$ cat src/rtl/irq_redir_pkg.sv
package irq_redir_pkg;

    localparam int WORD_W    = 32;
    localparam int ID_W      = 8;
    localparam int VEC_MSB   = 7;
    localparam int DMODE_BIT = 11;
    localparam int DSTAT_BIT = 12;
    localparam int RIRR_BIT  = 14;
    localparam int TRIG_BIT  = 15;
    localparam int MASK_BIT  = 16;
    localparam int DEST_LSB  = 56;
    localparam int DEST_MSB  = 63;

    localparam logic [WORD_W-1:0] LO_RESET = 32'h0001_0000;
    localparam logic [ID_W-1:0]   BCAST_ID = 8'hFF;

    typedef enum logic [1:0] {
        S_IDLE    = 2'd0,
        S_EVAL    = 2'd1,
        S_DELIVER = 2'd2
    } ctl_state_e;

endpackage

$ cat src/rtl/irq_rte_table.sv
module irq_rte_table
    import irq_redir_pkg::*;
#(
    parameter int N_ENT = 24,
    parameter int IDX_W = 5
) (
    input  logic              clk,
    input  logic              rst_n,
    input  logic              wr_en,
    input  logic [IDX_W-1:0]  wr_idx,
    input  logic              wr_hi,
    input  logic [WORD_W-1:0] wr_data,
    input  logic              clr_en,
    input  logic [IDX_W-1:0]  clr_idx,
    input  logic              set_en,
    input  logic [IDX_W-1:0]  set_idx,
    input  logic [IDX_W-1:0]  rd_idx,
    input  logic              rd_hi,
    output logic [WORD_W-1:0] rd_data,
    input  logic [IDX_W-1:0]  ev_idx,
    output logic [ID_W-1:0]   ev_vector,
    output logic [ID_W-1:0]   ev_dest,
    output logic              ev_dmode,
    output logic              ev_level,
    output logic              ev_masked,
    output logic              ev_irr,
    output logic [N_ENT-1:0]  irr_bits
);

    logic [2*WORD_W-1:0] ent_arr [N_ENT];

    generate
        for (genvar g = 0; g < N_ENT; g++) begin : g_ent
            logic [2*WORD_W-1:0] ent_q;
            logic [WORD_W-1:0]   lo_merge;
            logic                hit_wr;
            logic                hit_clr;
            logic                hit_set;

            assign hit_wr  = wr_en  && (wr_idx  == IDX_W'(g));
            assign hit_clr = clr_en && (clr_idx == IDX_W'(g));
            assign hit_set = set_en && (set_idx == IDX_W'(g));

            // lower-word merge: status bits belong to hardware
            always_comb begin
                lo_merge            = wr_data;
                lo_merge[DSTAT_BIT] = 1'b0;
                lo_merge[RIRR_BIT]  = ent_q[RIRR_BIT];
            end

            always_ff @(posedge clk or negedge rst_n) begin
                if (!rst_n) begin
                    ent_q <= {{WORD_W{1'b0}}, LO_RESET};
                end else if (hit_wr) begin
                    if (wr_hi) begin
                        ent_q[2*WORD_W-1:WORD_W] <= wr_data;
                    end else begin
                        ent_q[WORD_W-1:0] <= lo_merge;
                    end
                end else if (hit_set) begin
                    ent_q[RIRR_BIT] <= 1'b1;
                end else if (hit_clr) begin
                    ent_q[RIRR_BIT] <= 1'b0;
                end
            end

            assign ent_arr[g]  = ent_q;
            assign irr_bits[g] = ent_q[RIRR_BIT];
        end
    endgenerate

    logic rd_ok;
    logic ev_ok;

    assign rd_ok = (int'(rd_idx) < N_ENT);
    assign ev_ok = (int'(ev_idx) < N_ENT);

    always_comb begin
        rd_data = '0;
        if (rd_ok) begin
            rd_data = rd_hi ? ent_arr[rd_idx][2*WORD_W-1:WORD_W]
                            : ent_arr[rd_idx][WORD_W-1:0];
        end
    end

    always_comb begin
        ev_vector = '0;
        ev_dest   = '0;
        ev_dmode  = 1'b0;
        ev_level  = 1'b0;
        ev_masked = 1'b1;
        ev_irr    = 1'b0;
        if (ev_ok) begin
            ev_vector = ent_arr[ev_idx][VEC_MSB:0];
            ev_dest   = ent_arr[ev_idx][DEST_MSB:DEST_LSB];
            ev_dmode  = ent_arr[ev_idx][DMODE_BIT];
            ev_level  = ent_arr[ev_idx][TRIG_BIT];
            ev_masked = ent_arr[ev_idx][MASK_BIT];
            ev_irr    = ent_arr[ev_idx][RIRR_BIT];
        end
    end

endmodule

$ cat src/rtl/irq_cpu_table.sv
module irq_cpu_table
    import irq_redir_pkg::*;
#(
    parameter int N_CPU = 8,
    parameter int CPU_W = 3
) (
    input  logic                  clk,
    input  logic                  rst_n,
    input  logic                  wr_en,
    input  logic [CPU_W-1:0]      wr_cpu,
    input  logic                  wr_present,
    input  logic [ID_W-1:0]       wr_phys,
    input  logic [ID_W-1:0]       wr_log,
    output logic [N_CPU-1:0]      present,
    output logic [N_CPU*ID_W-1:0] phys_ids,
    output logic [N_CPU*ID_W-1:0] log_ids
);

    generate
        for (genvar c = 0; c < N_CPU; c++) begin : g_cpu
            logic hit;
            assign hit = wr_en && (wr_cpu == CPU_W'(c));

            always_ff @(posedge clk or negedge rst_n) begin
                if (!rst_n) begin
                    present[c]             <= 1'b0;
                    phys_ids[c*ID_W +: ID_W] <= '0;
                    log_ids[c*ID_W +: ID_W]  <= '0;
                end else if (hit) begin
                    present[c]             <= wr_present;
                    phys_ids[c*ID_W +: ID_W] <= wr_phys;
                    log_ids[c*ID_W +: ID_W]  <= wr_log;
                end
            end
        end
    endgenerate

endmodule

$ cat src/rtl/irq_dest_decode.sv
module irq_dest_decode
    import irq_redir_pkg::*;
#(
    parameter int N_CPU = 8
) (
    input  logic [ID_W-1:0]       dest,
    input  logic                  logical,
    input  logic [N_CPU-1:0]      present,
    input  logic [N_CPU*ID_W-1:0] phys_ids,
    input  logic [N_CPU*ID_W-1:0] log_ids,
    output logic [N_CPU-1:0]      tgt_mask
);

    logic [N_CPU-1:0] phys_hit;
    logic [N_CPU-1:0] log_hit;
    logic [N_CPU-1:0] phys_first;

    generate
        for (genvar c = 0; c < N_CPU; c++) begin : g_match
            assign phys_hit[c] = present[c] && (phys_ids[c*ID_W +: ID_W] == dest);
            assign log_hit[c]  = present[c] && ((log_ids[c*ID_W +: ID_W] & dest) != '0);
        end
    endgenerate

    // isolate lowest set bit: first matching processor wins
    assign phys_first = phys_hit & (~phys_hit + N_CPU'(1));

    always_comb begin
        if (!logical) begin
            tgt_mask = (dest == BCAST_ID) ? present : phys_first;
        end else begin
            tgt_mask = (dest == '0) ? '0 : log_hit;
        end
    end

endmodule

$ cat src/rtl/irq_ctl_fsm.sv
module irq_ctl_fsm
    import irq_redir_pkg::*;
#(
    parameter int N_CPU = 8,
    parameter int IDX_W = 5
) (
    input  logic             clk,
    input  logic             rst_n,
    input  logic             wr_req,
    input  logic [IDX_W-1:0] wr_idx,
    input  logic             eoi_req,
    input  logic [IDX_W-1:0] eoi_idx,
    input  logic             eligible,
    input  logic [ID_W-1:0]  vector_in,
    input  logic [N_CPU-1:0] mask_in,
    output logic             accept_wr,
    output logic             accept_eoi,
    output logic             fire,
    output logic [IDX_W-1:0] pend_idx,
    output logic             busy,
    output logic             dlv_valid,
    output logic [IDX_W-1:0] dlv_idx,
    output logic [ID_W-1:0]  dlv_vector,
    output logic [N_CPU-1:0] dlv_mask
);

    ctl_state_e state_q;
    ctl_state_e state_d;

    always_comb begin
        state_d = state_q;
        unique case (state_q)
            S_IDLE:    if (wr_req || eoi_req) state_d = S_EVAL;
            S_EVAL:    state_d = eligible ? S_DELIVER : S_IDLE;
            S_DELIVER: state_d = S_IDLE;
            default:   state_d = S_IDLE;
        endcase
    end

    always_ff @(posedge clk or negedge rst_n) begin
        if (!rst_n) begin
            state_q <= S_IDLE;
        end else begin
            state_q <= state_d;
        end
    end

    always_comb begin
        accept_wr  = (state_q == S_IDLE) && wr_req;
        accept_eoi = (state_q == S_IDLE) && eoi_req && !wr_req;
        fire       = (state_q == S_EVAL) && eligible;
        busy       = (state_q != S_IDLE);
        dlv_valid  = (state_q == S_DELIVER);
    end

    always_ff @(posedge clk or negedge rst_n) begin
        if (!rst_n) begin
            pend_idx   <= '0;
            dlv_idx    <= '0;
            dlv_vector <= '0;
            dlv_mask   <= '0;
        end else begin
            if (accept_wr) begin
                pend_idx <= wr_idx;
            end else if (accept_eoi) begin
                pend_idx <= eoi_idx;
            end
            if (fire) begin
                dlv_idx    <= pend_idx;
                dlv_vector <= vector_in;
                dlv_mask   <= mask_in;
            end
        end
    end

endmodule

$ cat src/rtl/irq_redir_ctl.sv
module irq_redir_ctl
    import irq_redir_pkg::*;
#(
    parameter int N_ENT = 24,
    parameter int N_CPU = 8,
    localparam int IDX_W = (N_ENT > 1) ? $clog2(N_ENT) : 1,
    localparam int CPU_W = (N_CPU > 1) ? $clog2(N_CPU) : 1
) (
    input  logic              clk,
    input  logic              rst_n,
    input  logic              reg_wr_en,
    input  logic [IDX_W-1:0]  reg_idx,
    input  logic              reg_hi_sel,
    input  logic [WORD_W-1:0] reg_wdata,
    output logic [WORD_W-1:0] reg_rdata,
    input  logic              eoi_en,
    input  logic [IDX_W-1:0]  eoi_idx,
    input  logic [N_ENT-1:0]  line_level,
    input  logic              cfg_wr_en,
    input  logic [CPU_W-1:0]  cfg_cpu,
    input  logic              cfg_present,
    input  logic [ID_W-1:0]   cfg_phys_id,
    input  logic [ID_W-1:0]   cfg_log_id,
    output logic              busy,
    output logic              dlv_valid,
    output logic [IDX_W-1:0]  dlv_idx,
    output logic [ID_W-1:0]   dlv_vector,
    output logic [N_CPU-1:0]  dlv_mask
);

    logic                  accept_wr;
    logic                  accept_eoi;
    logic                  fire;
    logic [IDX_W-1:0]      pend_idx;
    logic [ID_W-1:0]       ev_vector;
    logic [ID_W-1:0]       ev_dest;
    logic                  ev_dmode;
    logic                  ev_level;
    logic                  ev_masked;
    logic                  ev_irr;
    logic [N_ENT-1:0]      irr_bits;
    logic                  line_at;
    logic                  eligible;
    logic [N_CPU-1:0]      present;
    logic [N_CPU*ID_W-1:0] phys_ids;
    logic [N_CPU*ID_W-1:0] log_ids;
    logic [N_CPU-1:0]      tgt_mask;

    irq_rte_table #(.N_ENT(N_ENT), .IDX_W(IDX_W)) u_table (
        .clk       (clk),
        .rst_n     (rst_n),
        .wr_en     (accept_wr),
        .wr_idx    (reg_idx),
        .wr_hi     (reg_hi_sel),
        .wr_data   (reg_wdata),
        .clr_en    (accept_eoi),
        .clr_idx   (eoi_idx),
        .set_en    (fire),
        .set_idx   (pend_idx),
        .rd_idx    (reg_idx),
        .rd_hi     (reg_hi_sel),
        .rd_data   (reg_rdata),
        .ev_idx    (pend_idx),
        .ev_vector (ev_vector),
        .ev_dest   (ev_dest),
        .ev_dmode  (ev_dmode),
        .ev_level  (ev_level),
        .ev_masked (ev_masked),
        .ev_irr    (ev_irr),
        .irr_bits  (irr_bits)
    );

    irq_cpu_table #(.N_CPU(N_CPU), .CPU_W(CPU_W)) u_cpus (
        .clk        (clk),
        .rst_n      (rst_n),
        .wr_en      (cfg_wr_en),
        .wr_cpu     (cfg_cpu),
        .wr_present (cfg_present),
        .wr_phys    (cfg_phys_id),
        .wr_log     (cfg_log_id),
        .present    (present),
        .phys_ids   (phys_ids),
        .log_ids    (log_ids)
    );

    irq_dest_decode #(.N_CPU(N_CPU)) u_decode (
        .dest     (ev_dest),
        .logical  (ev_dmode),
        .present  (present),
        .phys_ids (phys_ids),
        .log_ids  (log_ids),
        .tgt_mask (tgt_mask)
    );

    assign line_at  = (int'(pend_idx) < N_ENT) ? line_level[pend_idx] : 1'b0;
    assign eligible = ev_level && !ev_masked && !ev_irr && line_at;

    irq_ctl_fsm #(.N_CPU(N_CPU), .IDX_W(IDX_W)) u_fsm (
        .clk        (clk),
        .rst_n      (rst_n),
        .wr_req     (reg_wr_en),
        .wr_idx     (reg_idx),
        .eoi_req    (eoi_en),
        .eoi_idx    (eoi_idx),
        .eligible   (eligible),
        .vector_in  (ev_vector),
        .mask_in    (tgt_mask),
        .accept_wr  (accept_wr),
        .accept_eoi (accept_eoi),
        .fire       (fire),
        .pend_idx   (pend_idx),
        .busy       (busy),
        .dlv_valid  (dlv_valid),
        .dlv_idx    (dlv_idx),
        .dlv_vector (dlv_vector),
        .dlv_mask   (dlv_mask)
    );

endmodule

$ cat config.mk
export PLATFORM = sky130hd
export DESIGN_NAME = irq_redir_ctl
export DESIGN_NICKNAME = d
export VERILOG_FILES = /design/src/rtl/irq_redir_pkg.sv /design/src/rtl/irq_rte_table.sv /design/src/rtl/irq_cpu_table.sv /design/src/rtl/irq_dest_decode.sv /design/src/rtl/irq_ctl_fsm.sv /design/src/rtl/irq_redir_ctl.sv
export SDC_FILE = /design/constraint.sdc
export NUM_CORES = 2
export LEC_CHECK = 0
export BUFFER_PORTS_ARGS = -buffer_cell sky130_fd_sc_hd__buf_2
export CAP_MARGIN = 20
export CORE_ASPECT_RATIO = 1.5
export CORE_MARGIN = 2
export CORE_UTILIZATION = 32
export DETAILED_ROUTE_END_ITERATION = 8
export GPL_TIMING_DRIVEN = 0
export PLACE_DENSITY = 0.55
export REMOVE_ABC_BUFFERS = 1
export SYNTH_ARGS = -nofsm -noshare
export SYNTH_HDL_FRONTEND = slang
export SYNTH_SLANG_ARGS = --single-unit
$ cat constraint.sdc
create_clock -name clk -period 4 [get_ports clk]
set_clock_uncertainty 0.05 [all_clocks]
set_input_delay 0.6 -clock clk [delete_from_list [all_inputs] [get_ports clk]]
set_output_delay 0.6 -clock clk [all_outputs]
set_load 0.005 [all_outputs]
---- After elaboration in Yosys (flattened, before gate mapping) ----
Index checks and enable logic that the tools add are counted.
cells by class
  $add $sub $neg .......................... 1
  multipliers ............................. 0
  div/mod/pow operators ................... 0
  magnitude comparators ................... 5
  eq/ne operators ......................... 88
  shifts and indexed selects .............. 0
  muxes and demuxes ....................... 97
  bitwise operators ....................... 37
  reductions and logical operators ........ 219
operators by type and width
  operator                                              count
  binary-select mux 64 bit (select 5 bit)               2
  two-way mux 64 bit                                    4
  AND reduction 2 bit                                   72
  equality test 5 x 4 -> 1 bit (second input constant)  24
  equality test 5 bit (second input constant)           24
  logical AND 1 bit                                     103
  two-way mux 1 bit                                     78
  AND 8 bit                                             9
  equality test 8 bit                                   8
  two-way mux 32 bit                                    2
  nonzero test 8 bit                                    8
  equality test 5 x 3 -> 1 bit (second input constant)  12
  nonzero test 2 bit                                    26
  two-way mux 8 bit                                     5
  equality test 5 x 2 -> 1 bit (second input constant)  6
  inverter 1 bit                                        25
  equality test 5 x 1 -> 1 bit (second input constant)  3
  zero test 5 bit                                       3
  equality test 3 bit (second input constant)           4
  >= comparator 6 bit (second input constant)           2
  inverter 5 -> 6 bit                                   2
  less-than comparator 5 bit (second input constant)    2
  two-way mux 5 bit                                     2
  adder 8 x 1 -> 8 bit (second input constant)          1
  other kinds (16)                                      20
storage, ports and cells
  register bits ........................... 1676
  bits in latches ......................... 0
  memory bits (writable) .................. 0
  ROM bits ................................ 0
  bits of input ports ..................... 92
  output and inout port bits .............. 55
  logic and storage cells ................. 548
  memories ................................ 0

---- Logic depth before layout (Yosys ltp) ----
  word-level depth ........................ 13
  mapped depth ............................ 16
  mapped depth without buffers ............ 9

---- By module ----
Synthesis repeated with hierarchy kept, for this count alone.
second synthesis, totals
  cells, all modules ...................... 5222
  area, all modules ....................... 80194.4 µm²
by module, submodules not included
  module           times used  cells each  area each (µm²)  seq. area each (µm²)
  irq_rte_table    1           4603        72159.2          37866.3
  irq_cpu_table    1           295         5202.5           3403.3
  irq_dest_decode  1           183         1426.4           0.0
  irq_ctl_fsm      1           127         1188.6           700.7
  irq_redir_ctl    1           14          217.7            0.0

---- Worst setup path after synthesis ----
Ideal clock, no wire load.
  path kind ............................... in2out
  from .................................... input port reg_idx[0]
  to ...................................... output port reg_rdata[29]
  arrival time ............................ 3.049 ns
  required time ........................... 3.350 ns
  slack ................................... 0.301 ns
  stages .................................. 8
  buffers on the path ..................... 4
  cell sequence ........................... clkbuf_1 buf_2 buf_1 buf_1 mux4_2 mux2i_1 nor2_1 mux4_2
between the ends
  cells in the longest elaborated chain, start to end .. 6
  elaborated cells on any way between the ends .. 7
  classes of those cells .................. order compare (1); mux (5); bitwise (1)
ends and longest elaborated chain
  item                                                    RTL line                                  source
  start, declared                                         irq_redir_ctl.sv:12                       input logic [IDX_W-1:0] reg_idx,
  inverter 5 -> 6 bit (implied by the code)               irq_rte_table.sv:81, irq_rte_table.sv:82
  binary-select mux 64 bit (select 5 bit)                 irq_rte_table.sv:81, irq_rte_table.sv:82
  two-way mux 64 bit (implied by the code) (2 in series)  irq_rte_table.sv:81                       rd_data = rd_hi ? ent_arr[rd_idx][2*WORD_W-1:WORD_W]
  two-way mux 32 bit                                      irq_rte_table.sv:81
  two-way mux 32 bit *                                    irq_rte_table.sv:80                       if (rd_ok) begin
  end, declared                                           irq_redir_ctl.sv:15                       output logic [WORD_W-1:0] reg_rdata,
Every way passes the cells marked *; elsewhere a longest branch is shown, timed or not. The select of a mux whose other input is x is not followed.

---- Final worst setup path ----
  from .................................... register u_fsm.state_q[1]
  to ...................................... register u_table.g_ent[21].ent_q[8]
between the ends
  cells in the longest elaborated chain, start to end .. 4
ends and longest elaborated chain
  item                                  RTL line             source
  start, declared                       irq_ctl_fsm.sv:27    ctl_state_e state_q;
  start signal, assigned                irq_ctl_fsm.sv:44    state_q <= state_d;
  zero test 2 bit                       irq_ctl_fsm.sv:49    accept_wr = (state_q == S_IDLE) && wr_req;
  logical AND 1 bit                     irq_ctl_fsm.sv:49
  logical AND 1 bit                     irq_rte_table.sv:40  assign hit_wr = wr_en && (wr_idx == IDX_W'(g));
  AND reduction 2 bit (no source line)  --
  end signal, assigned                  irq_rte_table.sv:53  ent_q <= {{WORD_W{1'b0}}, LO_RESET};
  end signal, assigned by index         irq_rte_table.sv:56  ent_q[2*WORD_W-1:WORD_W] <= wr_data;
  end signal, assigned by index         irq_rte_table.sv:58  ent_q[WORD_W-1:0] <= lo_merge;
  end, declared                         irq_rte_table.sv:34  logic [2*WORD_W-1:0] ent_q;
Every way passes these cells.
A chain may end at the register's enable or synchronous reset.

==> flow_summary.yaml <==
worst_setup_path:
  worstPathBufferInverterCount: 2
  timing.rr.start: "u_fsm.state_q[1]"
  crit_fanout: 12
  cp-start-kind: "register"
  cp_top_family: "simple AND/OR/NAND/NOR gates"
  slowest_delay_ns: 0.59
  endpoint_kind: "register"
  crit_slowest_cell: "nor2_4"
  crit_type: "reg -> reg"
  critical_path.cell_chain: "nor2_1 > nand2_1 > nor2_1 > and3_1 > nand2_1 > nor2_4 > buf_16 > buf_16 > mux2_2"
  cp-startpoint: "u_fsm.state_q[1]"
  cp.required_ns: 4.64
  arrival_ns: 4.68
floorplan:
  die_h_um: 619
  rows: 225
  die_w_um: 414
  die_area_um2: 256000
  core-area_um2: 251000
  io_pins: 147
  initial_core_util_pct: 32.2
routing:
  vias: 49151
  avgRoutedWirePerCell_um: 28.8
  first_iter_violations: 3968
  vias_per_cell: 5.59
  drt_wl_total_mm: 254
  drt_first_pass_iters: 6
  drc_errors: 0
  drtAntennaViolNets: 0
placed_design:
  dp_slack_ns: -1.79
  gp_congestion: 0.837
  portBuffers: 146
  dp_hpwl_mm: 154
  postPlaceCellArea_um2: 86700
cells_and_area:
  mostFrequentLayoutCells: "dfrtp_1 (1648), mux2_2 (1628), mux4_2 (519), clkbuf_16 (181), mux2i_1 (155)"
  final_common_cell: "dfrtp_1"
  stdcell_area_um2: 94100
  area_growth_syn_to_layout_pct: 16.6
  fill_cells: 23353
  fin_util_pct: 37.5
  final_nets: 5459
  layout-drive-gt1-share_pct: 53.6
global_routing:
  grt_pass1_wl_mm: 373
  antenna_found_initial: 18
  grt_pass1_vias: 52334
  overflow: 0
  grt_max_degree: 171
  grt.total_usage_pct: 19.6
synth:
  synth_area_leaders: "dfrtp_1 (51%), mux2_2 (23%), mux4_2 (14%)"
  ys_seq_elements: 1676
  synth_area_um2: 80800
  avgSynthCellArea_um2: 15.1
  synthFlopType: "dfrtp_1"
  yosys.area.top_type: "dfrtp_1"
  ys_types: 76
  synth_warnings: 0
  synth_top_cell_area_share_pct: 51.2
  synth-edff-count: 0
  syn_inst: 5349
  synthArstFlopShare_pct: 100
  yosysSeqAreaShare_pct: 52.0
power:
  finalPower_w: 0.0507
  p_leak_nw: 42.9
  powerDensity_nw_per_um2: 539
  vdd_drop_max_mv: 0.306
clocking:
  cts_sinks: 1676
  clkTransAtPathRegs_ns: 0.06
  htreeDepth: 4
  numCtsBuffers: 174
  cts_tree: "built"
  cts-root-buf: "clkbuf_16"
  clk_path_buf_depth: 4
  clock_latency_ns: 0.82
sta:
  tightest_slew_ns: 1.17
  period_minus_slack_ns: 4.05
  max_freq_mhz: 247
  hold_violations: 0
  drv_slew: 0
  rsz0062_at_grt: "true"
  worst_slack_ns: -0.0499
  fin_crit_sh_pct: 101
  slew_headroom_pct: 22.1
  setup_viol_count_final: 24
outcome:
  failed_checks: "setup timing"
  status: "finished, violations left"
worst_hold_path:
  hold_path_class: "in -> reg"
  worstHoldStart: "cfg_present"
job:
  maxCapViolCount: 0
[kinds of logic (layout without fill, tap and decap cells)]
kind of cell | Yosys count | in the layout | share of synthesized area, %
AO/OA/AOI/OAI | 309 | 309 | 2.62
XOR/XNOR | 20 | 20 | 0.217
buffers and inverters | 534 | 681 | 2.76
flip-flops | 1676 | 1676 | 52.0
multiplexers | 2303 | 2303 | 39.1
other | 0 | 7 | 0
AND/OR/NAND/NOR | 507 | 507 | 3.33
[metal layers]
metal | track usage, % | up-vias | part of all wire [%]
met5 | 0 | - | 0.021
met4 | 7.67 | 10 | 4.0
met3 | 2.64 | 459 | 4.4
met2 | 34.8 | 1424 | 51
met1 | 24.1 | 27029 | 40
li1 | - | 20229 | -
[power by group]
group / internal (W) / switching, W / leakage [nW]
clock network: 0.00924 / 0.00689 / 2.75
logic: 0.00634 / 0.00658 / 17.7
registers: 0.0199 / 0.00179 / 22.5
[final cells by class]
type | count | area (um2) | area share, %
sequential | 1676 | 42000 | 44.6
timing repair buffer | 369 | 5040 | 5.35
multi-input combinational | 3139 | 37400 | 39.7
antenna | 7 | 17.5 | 0.0186
inverter | 7 | 26.3 | 0.0279
clock inverter | 40 | 329 | 0.350
clock buffer | 265 | 5220 | 5.55
tap | 3291 | 4120 | 4.37
[registers in the layout (all words and copies together) (netlist names)]
register / cells
u_cpus.present: 8
u_fsm.dlv_vector: 8
u_fsm.pend_idx: 5
u_table.g_ent.ent_q: 1512
u_fsm.dlv_mask: 8
u_cpus.log_ids: 64
u_fsm.state_q: 2
u_fsm.dlv_idx: 5
u_cpus.phys_ids: 64
[Yosys cell counts (all sizes together) (12+ instances only)]
library cell	count
nand4	29
o21ai	54
mux2	1628
mux4	519
clkbuf	322
dfstp	24
and4	20
mux2i	156
a22oi	40
or4	15
a31oi	25
a221oi	12
nor3	26
nor4b	14
and3	17
xnor2	14
nor4bb	16
buf	205
nand3	46
nand2	135
nor2	121
a21oi	66
a32o	12
dfrtp	1652
a211oi	35
o31ai	21
nor2b	18
[through the flow]
step           cells  hold WS [ns]  TNS (ns)
2_1_floorplan   4822         0.254   -169.31
3_3_place_gp    8259         0.418         -
3_5_place_dp    8405         0.393   -169.50
4_1_cts         8777        0.0653    -0.193
5_1_grt         8789        0.0927    -13.74
6_report        8794         0.114    -0.700
[timing repair]
action | in CTS | in global routing
resized for setup | 99 | 19
pin swaps | 13 | 7
hold endpoints to repair | 93 | 0
hold buffers | 1 | 0
buffers inserted | 37 | 7
endpoints found under the setup margin | 142 | 192
gates cloned | 29 | 1
[worst register-to-register path: cells and delay by family, from the launching register on]
family	cells	cell delay, ns
and+or+nand+nor	6	2.69
buffers and inverters	2	0.44
DFF	1	0.39
muxes	1	0.36
[worst paths after layout]
path	slack [ns]	endpoint	cells after the start
max	-0.05	u_table.g_ent[21].ent_q[8]	9
min	0.11	u_cpus.present[4]	3
max reg2reg	-0.05	u_table.g_ent[21].ent_q[8]	9
min reg2reg	0.43	u_fsm.dlv_vector[4]	2
max in group asynchronous	0.55	u_fsm.dlv_vector[1]	6
min in group asynchronous	0.18	u_cpus.log_ids[47]	2
Power figures use the tool's default switching activity.
